File: config.mk
export PLATFORM = sky130hd
export DESIGN_NAME = pfmux_bank
export DESIGN_NICKNAME = d
export VERILOG_FILES = /design/src/rtl/pfmux_pkg.sv /design/src/rtl/pfmux_ctl_regs.sv /design/src/rtl/pfmux_route.sv /design/src/rtl/pfmux_readback.sv /design/src/rtl/pfmux_bank.sv
export SDC_FILE = /design/constraint.sdc
export NUM_CORES = 1
export LEC_CHECK = 0
export BUFFER_PORTS_ARGS = -buffer_cell sky130_fd_sc_hd__buf_2
export CAP_MARGIN = 30
export CORE_MARGIN = 1.5
export CORE_UTILIZATION = 40
export DETAILED_ROUTE_END_ITERATION = 16
export MAX_ROUTING_LAYER = met4
export PLACE_DENSITY_LB_ADDON = 0.08
export SYNTH_ARGS = -nofsm -noshare
export SYNTH_HDL_FRONTEND = slang
export SYNTH_SLANG_ARGS = --single-unit
File: constraint.sdc
create_clock -name clk -period 3.9 [get_ports clk]
set_input_delay 0.39 -clock clk [delete_from_list [all_inputs] [get_ports clk]]
set_output_delay 0.39 -clock clk [all_outputs]
set_load 0.01 [all_outputs]
File: src/rtl/pfmux_pkg.sv
// Package: shared address codes and the peripheral function type for the
// pin function multiplexer. Assumes a 4-bit word address for both ports.
package pfmux_pkg;
    localparam int ADDR_W = 4;

    typedef enum logic [ADDR_W-1:0] {
        W_GPIO_TAKE   = 4'd0,
        W_PERIPH_TAKE = 4'd1,
        W_OE_SET      = 4'd2,
        W_OE_CLR      = 4'd3,
        W_DAT_SET     = 4'd4,
        W_DAT_CLR     = 4'd5,
        W_GPIO_IN     = 4'd6,
        W_PICK_A      = 4'd7,
        W_PICK_B      = 4'd8,
        W_PICK_C      = 4'd9,
        W_PICK_D      = 4'd10,
        W_SEL1        = 4'd11,
        W_SEL2        = 4'd12
    } wr_reg_e;

    typedef enum logic [ADDR_W-1:0] {
        R_OWNER = 4'd0,
        R_OE    = 4'd1,
        R_DATA  = 4'd2,
        R_PADIN = 4'd3,
        R_SEL1  = 4'd4,
        R_SEL2  = 4'd5
    } rd_reg_e;

    localparam int NFUNC = 4;
    typedef enum logic [1:0] {FN_A = 2'd0, FN_B = 2'd1, FN_C = 2'd2, FN_D = 2'd3} periph_e;
endpackage

File: src/rtl/pfmux_ctl_regs.sv
// Module: ownership, I/O output and select registers updated by masked strobes.
// Assumes one write per cycle; wr_data is the pin mask for strobe addresses.
// FOUR_WAY=0 builds the legacy A/B variant with sel2 held at zero.
module pfmux_ctl_regs
    import pfmux_pkg::*;
#(
    parameter int NPINS    = 32,
    parameter bit FOUR_WAY = 1'b1
) (
    input  logic              clk,
    input  logic              rst_n,
    input  logic              wr_en,
    input  logic [ADDR_W-1:0] wr_addr,
    input  logic [NPINS-1:0]  wr_data,
    output logic [NPINS-1:0]  owner,
    output logic [NPINS-1:0]  gpio_oe,
    output logic [NPINS-1:0]  gpio_dat,
    output logic [NPINS-1:0]  sel1,
    output logic [NPINS-1:0]  sel2
);
    logic [NPINS-1:0] own_n, oe_n, dat_n;
    wr_reg_e          waddr;

    assign waddr = wr_reg_e'(wr_addr);

    // Next ownership, output enable and data from the masked strobes
    always_comb begin
        own_n = owner;
        oe_n  = gpio_oe;
        dat_n = gpio_dat;
        if (wr_en) begin
            case (waddr)
                W_GPIO_TAKE:   own_n = owner | wr_data;
                W_PERIPH_TAKE: own_n = owner & ~wr_data;
                W_GPIO_IN: begin
                    own_n = owner | wr_data;
                    oe_n  = gpio_oe & ~wr_data;
                end
                W_OE_SET:  oe_n  = gpio_oe | wr_data;
                W_OE_CLR:  oe_n  = gpio_oe & ~wr_data;
                W_DAT_SET: dat_n = gpio_dat | wr_data;
                W_DAT_CLR: dat_n = gpio_dat & ~wr_data;
                default: ;
            endcase
        end
    end

    // Ownership and I/O output state registers, reset to I/O inputs
    always_ff @(posedge clk) begin
        if (!rst_n) begin
            owner    <= '1;
            gpio_oe  <= '0;
            gpio_dat <= '0;
        end else begin
            owner    <= own_n;
            gpio_oe  <= oe_n;
            gpio_dat <= dat_n;
        end
    end

    generate
        if (FOUR_WAY) begin : g_four
            logic [NPINS-1:0] s1_n, s2_n;

            // Next select vectors: pick strobes touch masked pins, direct writes load all
            always_comb begin
                s1_n = sel1;
                s2_n = sel2;
                if (wr_en) begin
                    case (waddr)
                        W_PICK_A: begin s1_n = sel1 & ~wr_data; s2_n = sel2 & ~wr_data; end
                        W_PICK_B: begin s1_n = sel1 |  wr_data; s2_n = sel2 & ~wr_data; end
                        W_PICK_C: begin s1_n = sel1 & ~wr_data; s2_n = sel2 |  wr_data; end
                        W_PICK_D: begin s1_n = sel1 |  wr_data; s2_n = sel2 |  wr_data; end
                        W_SEL1:   s1_n = wr_data;
                        W_SEL2:   s2_n = wr_data;
                        default: ;
                    endcase
                end
            end

            // Select registers for the four-way variant
            always_ff @(posedge clk) begin
                if (!rst_n) begin
                    sel1 <= '0;
                    sel2 <= '0;
                end else begin
                    sel1 <= s1_n;
                    sel2 <= s2_n;
                end
            end


            pick_d_chk: assert property (@(posedge clk) disable iff (!rst_n)
                (wr_en && waddr == W_PICK_D) |=>
                    (((sel1 & sel2) & $past(wr_data)) == $past(wr_data)));
        end else begin : g_legacy
            logic [NPINS-1:0] s1_n;

            // Next single select bit: A clears, B sets, direct write loads all
            always_comb begin
                s1_n = sel1;
                if (wr_en) begin
                    case (waddr)
                        W_PICK_A: s1_n = sel1 & ~wr_data;
                        W_PICK_B: s1_n = sel1 |  wr_data;
                        W_SEL1:   s1_n = wr_data;
                        default: ;
                    endcase
                end
            end

            // Select register for the legacy variant; sel2 does not exist
            always_ff @(posedge clk) begin
                if (!rst_n) sel1 <= '0;
                else        sel1 <= s1_n;
            end
            assign sel2 = '0;


            legacy_cd_chk: assert property (@(posedge clk) disable iff (!rst_n)
                (wr_en && (waddr == W_PICK_C || waddr == W_PICK_D)) |=> $stable(sel1));
        end
    endgenerate


    take_masked_chk: assert property (@(posedge clk) disable iff (!rst_n)
        (wr_en && waddr == W_GPIO_TAKE) |=> ((owner & $past(wr_data)) == $past(wr_data)));


    take_unmasked_chk: assert property (@(posedge clk) disable iff (!rst_n)
        (wr_en && (waddr == W_GPIO_TAKE || waddr == W_PERIPH_TAKE)) |=>
            ((owner & ~$past(wr_data)) == ($past(owner) & ~$past(wr_data))));


    gpio_in_chk: assert property (@(posedge clk) disable iff (!rst_n)
        (wr_en && waddr == W_GPIO_IN) |=> ((gpio_oe & $past(wr_data)) == '0));


    sel_unmasked_chk: assert property (@(posedge clk) disable iff (!rst_n)
        (wr_en && waddr >= W_PICK_A && waddr <= W_PICK_D) |=>
            (((sel1 & ~$past(wr_data)) == ($past(sel1) & ~$past(wr_data))) &&
             ((sel2 & ~$past(wr_data)) == ($past(sel2) & ~$past(wr_data)))));
endmodule

File: src/rtl/pfmux_route.sv
// Module: per-pin routing of output value and enable from the owner to the pad.
// Assumes per_out/per_oe are indexed by the peripheral code {sel2,sel1}.
module pfmux_route
    import pfmux_pkg::*;
#(
    parameter int NPINS = 32
) (
    input  logic [NPINS-1:0]            owner,
    input  logic [NPINS-1:0]            sel1,
    input  logic [NPINS-1:0]            sel2,
    input  logic [NPINS-1:0]            gpio_dat,
    input  logic [NPINS-1:0]            gpio_oe,
    input  logic [NFUNC-1:0][NPINS-1:0] per_out,
    input  logic [NFUNC-1:0][NPINS-1:0] per_oe,
    output logic [NPINS-1:0]            pad_out,
    output logic [NPINS-1:0]            pad_oe
);
    generate
        for (genvar i = 0; i < NPINS; i++) begin : g_pin
            periph_e fn;
            // Peripheral code of this pin
            assign fn = periph_e'({sel2[i], sel1[i]});
            // Pad drive: I/O state when owned by I/O, else the chosen peripheral
            assign pad_out[i] = owner[i] ? gpio_dat[i] : per_out[fn][i];
            assign pad_oe[i]  = owner[i] ? gpio_oe[i]  : per_oe[fn][i];
        end
    endgenerate
endmodule

File: src/rtl/pfmux_readback.sv
// Module: samples the pad inputs and returns a registered read of the state.
// Assumes one read per cycle; unknown addresses read zero.
module pfmux_readback
    import pfmux_pkg::*;
#(
    parameter int NPINS = 32
) (
    input  logic              clk,
    input  logic              rst_n,
    input  logic              rd_en,
    input  logic [ADDR_W-1:0] rd_addr,
    input  logic [NPINS-1:0]  owner,
    input  logic [NPINS-1:0]  gpio_oe,
    input  logic [NPINS-1:0]  gpio_dat,
    input  logic [NPINS-1:0]  sel1,
    input  logic [NPINS-1:0]  sel2,
    input  logic [NPINS-1:0]  pad_in,
    output logic [NPINS-1:0]  rd_data,
    output logic              rd_valid
);
    logic [NPINS-1:0] pad_smp;
    logic [NPINS-1:0] rd_mux;

    // Pad input sample register feeding the data-status read
    always_ff @(posedge clk) begin
        if (!rst_n) pad_smp <= '0;
        else        pad_smp <= pad_in;
    end

    // Read address decode
    always_comb begin
        case (rd_reg_e'(rd_addr))
            R_OWNER: rd_mux = owner;
            R_OE:    rd_mux = gpio_oe;
            R_DATA:  rd_mux = gpio_dat;
            R_PADIN: rd_mux = pad_smp;
            R_SEL1:  rd_mux = sel1;
            R_SEL2:  rd_mux = sel2;
            default: rd_mux = '0;
        endcase
    end

    // Registered read data and valid flag
    always_ff @(posedge clk) begin
        if (!rst_n) begin
            rd_data  <= '0;
            rd_valid <= 1'b0;
        end else begin
            rd_valid <= rd_en;
            if (rd_en) rd_data <= rd_mux;
        end
    end


    rd_valid_chk: assert property (@(posedge clk) disable iff (!rst_n)
        rd_en |=> rd_valid);


    rd_idle_chk: assert property (@(posedge clk) disable iff (!rst_n)
        !rd_en |=> !rd_valid);
endmodule

File: src/rtl/pfmux_bank.sv
// Module: top of the pin function multiplexer for one bank of pins.
// Assumes all inputs are synchronous to clk except pad_in, which is only
// sampled for readback. FOUR_WAY selects the A-D or the legacy A/B variant.
module pfmux_bank
    import pfmux_pkg::*;
#(
    parameter int NPINS    = 32,
    parameter bit FOUR_WAY = 1'b1
) (
    input  logic              clk,
    input  logic              rst_n,
    input  logic              wr_en,
    input  logic [3:0]        wr_addr,
    input  logic [NPINS-1:0]  wr_data,
    input  logic              rd_en,
    input  logic [3:0]        rd_addr,
    output logic [NPINS-1:0]  rd_data,
    output logic              rd_valid,
    input  logic [NPINS-1:0]  pa_out,
    input  logic [NPINS-1:0]  pa_oe,
    input  logic [NPINS-1:0]  pb_out,
    input  logic [NPINS-1:0]  pb_oe,
    input  logic [NPINS-1:0]  pc_out,
    input  logic [NPINS-1:0]  pc_oe,
    input  logic [NPINS-1:0]  pd_out,
    input  logic [NPINS-1:0]  pd_oe,
    output logic [NPINS-1:0]  periph_in,
    input  logic [NPINS-1:0]  pad_in,
    output logic [NPINS-1:0]  pad_out,
    output logic [NPINS-1:0]  pad_oe
);
    logic [NPINS-1:0]            owner, gpio_oe, gpio_dat, sel1, sel2;
    logic [NFUNC-1:0][NPINS-1:0] per_out, per_oe;

    // Peripheral sources packed by function code
    assign per_out = {pd_out, pc_out, pb_out, pa_out};
    assign per_oe  = {pd_oe,  pc_oe,  pb_oe,  pa_oe};
    // Pad input goes to every peripheral unchanged
    assign periph_in = pad_in;

    pfmux_ctl_regs #(.NPINS(NPINS), .FOUR_WAY(FOUR_WAY)) u_regs (
        .clk(clk), .rst_n(rst_n), .wr_en(wr_en), .wr_addr(wr_addr), .wr_data(wr_data),
        .owner(owner), .gpio_oe(gpio_oe), .gpio_dat(gpio_dat), .sel1(sel1), .sel2(sel2)
    );

    pfmux_route #(.NPINS(NPINS)) u_route (
        .owner(owner), .sel1(sel1), .sel2(sel2), .gpio_dat(gpio_dat), .gpio_oe(gpio_oe),
        .per_out(per_out), .per_oe(per_oe), .pad_out(pad_out), .pad_oe(pad_oe)
    );

    pfmux_readback #(.NPINS(NPINS)) u_rdbk (
        .clk(clk), .rst_n(rst_n), .rd_en(rd_en), .rd_addr(rd_addr),
        .owner(owner), .gpio_oe(gpio_oe), .gpio_dat(gpio_dat), .sel1(sel1), .sel2(sel2),
        .pad_in(pad_in), .rd_data(rd_data), .rd_valid(rd_valid)
    );
endmodule

==> metrics.md <==
| Metric | Value |
|---|---|
| CP endpoint kind | output port |
| GR Overflow Total | 0 |
| Syn. warnings | 0 |
| Initial Util | 0.406 |
| Cell mode on critical path | nand2_1 |
| Final Core Density | 0.499 |
| Max clock buf depth | 3 |
| Worst hold start | pad_in[16] |
| Cts hold-fix bufs | 0 |
| Synth top area cells | dfxtp_1 (33%), mux4_2 (11%), nand2_1 (7.2%) |
| Sink Count | 225 |
| Total Wirelength | 49300 um |
| Power Dens Cells | 388 nW/um^2 |
| CTS H-tree lvls | 1 |
| Worst r2r src | u_regs.sel2[1] |
| Total CTS buffers | 27 |
| FF-to-FF setup slack | 2.78 ns |
| PortBufs | 460 |
| Share of cells above drive strength 1 | 0.335 |
| CP arrival | 1.83 ns |
| Vias/cell | 5.95 |
| Reg area | 4500 um^2 |
| Post-synth top area cell | dfxtp_1 |
| Worst Path Max Fanout | 5 |
| Fmax | 451 MHz |
| Slew HR | 0.322 |
| Syn-to-layout area delta | 23.1% |
| Initial antenna violation count | 4 |
| Layout Skew | 0.0108 ns |
| Grt met3 use | 0.0366 |
| WS Path Type | flip-flop to output port |
| Final Setup Violations | 0 |
| Post-CTS setup buffers | 0 |
| Final hold slack | 0.0696 ns |
| Ys async rst share | 0 |
| Vias in the first global route | 13600 |
| Fill cell count | 3210 |
| CP Launch Type | flip-flop |
| Tightest Pin Transition | 1.02 ns |
| Mapped cell area | 13600 um^2 |
| Hold crit path type | input port to flip-flop |
| Die Ht | 187 um |
| Commonest cells in the netlist | nand2_1 (259), dfxtp_1 (225), clkbuf_1 (106), inv_1 (97), mux2i_1 (96) |
| Iter 0 DRT Violations | 866 |
| Syn_area_per_cell | 8.94 um^2 |
| Largest net degree at the start of global routing | 87 |
| Post-synth net total | 1849 |
| Hold path depth | 2 |
| Layer with the highest usage | met2 |
| GP Congestion | 0.845 |
| Max-slew violations | 0 |
| VDD IR-drop max | 0.319 mV |
| Row count | 67 |
| Number of nets with antenna violations after routing | 0 |
| Placed Cells incl. Taps | 2239 |
| Post-synth EDFFs | 0 |
| Critical path cell sequence | mux4_2 > nand2_1 > nand2_1 > buf_2 |
| Leakage Power | 7.19 nW |
| Synth top area share | 0.332 |
| Slowest stage delay, CP | 0.55 ns |
| Count leader, synth | nand2_1 |
| Synth Instances | 1517 |
| Die footprint | 35000 um^2 |
| Die W | 187 um |
| Status | finished clean |
| Vias | 13600 |
| Tot GR Track Use | 0.283 |
| Remaining DRCs | 0 |
| Reg2Reg Depth | 3 |
| DR pass1 iterations | 5 |
| Post-Layout Cell Count | 2293 |
| Yosys reg bits | 225 |
| Final nets | 2153 |
| Clock transition at path regs | 0.06 ns |
| Top-Level Pins | 461 |
| CTS tree | yes |
| Worst reg2reg path endpoint | u_rdbk.rd_data[1] |
| Sum of negative setup slack | 0 ns |
| Resize count post-CTS | 0 |
| Distinct cells, synth | 46 |
| First-pass GRT wire length | 76800 um |
| Hold Path End | u_rdbk.pad_smp[16] |
| Final worst path period need | 2.22 ns |
| Final hold violation count | 0 |
| Slowest CP cell | mux4_2 |
| Tcrit/Tclk final | 0.568 |
| RSZ-0062 raised after global routing | false |
| Core Region | 33400 um^2 |
| GR Layer Usage met1 | 0.355 |
| Synth Flop Type | dfxtp_1 |
| Met2 Track Usage GR | 0.480 |
| Required time worst endpoint | 3.51 ns |
| Clk_lat worst skew | 0.53 ns |
| Seq/Total Area, Yosys | 0.332 |
| Per-cell routed wire length | 21.5 um |
| Clock root buffer | clkbuf_16 |
| Number of max-cap violations | 0 |
| Multi-input gate area | 7760 um^2 |
| Hpwl dp | 32000 um |
-- critical path, delay by kind of cell, from the launching register on --
family        cells  cell delay [ns]
flops             1             0.47
simple gates      2             0.14
buf+inv           1             0.13
mux               1             0.55
-- per-stage QoR --
stage / setup slack (ns) / instance area [um^2] / power [mW]
floorplan: 2.30 / 13600 / 3.36
global placement: 1.23 / 15600 / 3.77
detailed placement: 1.15 / 15700 / 3.80
CTS: 1.66 / 16700 / 6.52
global route: 1.59 / 16700 / 6.73
finish: 1.68 / 16700 / 6.48
-- cells in the final DEF (no fill, tap or decap), types with 4 or more instances in the layout --
cell type  synthesis  final
nand3b_1          33     33
o2111ai_1         64     64
bufinv_16          0      4
o211ai_1          32     32
buf_4             38     16
nand3_1           64     64
diode_2            0      4
a311oi_1          32     32
o31a_1            32     32
clkbuf_8           0      9
buf_2             48    458
nand2_1          259    257
mux2i_1           96     96
inv_1             97     96
clkbuf_1         106      5
nand4_1           32     32
dfxtp_1          225    225
o221ai_1          63     63
clkinv_2           0      4
o22a_1            32     32
a31oi_1           32     32
a2111oi_0         31     31
a211oi_2           4      4
and2_1            34     33
a211oi_1          28     28
clkbuf_16          0     27
a21oi_1           32     32
mux4_2            64     64
-- power breakdown --
part           total [mW]  switching (mW)  internal [mW]
combinational        1.12           0.581          0.539
sequential           2.64           0.207           2.43
clock                2.72            1.02           1.70
-- per-layer routing --
| layer | wire length, um | part of all wire | up-vias |
|---|---|---|---|
| li1 | - | - | 6337 |
| met1 | 21300 | 0.43 | 6749 |
| met2 | 24000 | 0.49 | 491 |
| met3 | 2830 | 0.057 | 66 |
| met4 | 1130 | 0.023 | 0 |
| met5 | 0 | 0 | - |
-- cells by family after synthesis --
| family | count (synthesis) | share of synthesized area |
|---|---|---|
| AND/OR/NAND/NOR | 441 | 0.156 |
| multiplexers | 160 | 0.177 |
| AO/OA/AOI/OAI | 386 | 0.231 |
| XOR/XNOR | 1 | 0.000646 |
| buffers and inverters | 303 | 0.103 |
| flip-flops | 225 | 0.332 |
| adder cells (fa/ha/maj) | 1 | 0.000738 |
-- area by class of cell --
| class | instances | area share |
|---|---|---|
| clock buffer | 41 | 0.0490 |
| timing repair buffer | 480 | 0.152 |
| multi-input combinational | 989 | 0.465 |
| sequential | 225 | 0.270 |
| antenna | 4 | 0.000600 |
| inverter | 98 | 0.0220 |
| tap | 448 | 0.0336 |
| clock inverter | 8 | 0.00839 |
-- worst max-delay path by stage --
stage	from	to	slack (ns)	cells after the start
floorplan	rst_n	flip-flop	2.30	5
global placement	wr_en	flip-flop	1.23	4
detailed placement	wr_en	flip-flop	1.15	4
CTS	u_regs.sel1[10]	pad_oe[10]	1.66	4
global route	u_regs.sel1[17]	pad_out[17]	1.59	4
finish	u_regs.sel1[2]	pad_out[2]	1.68	4
No activity file was read; power rests on OpenSTA's default activity.
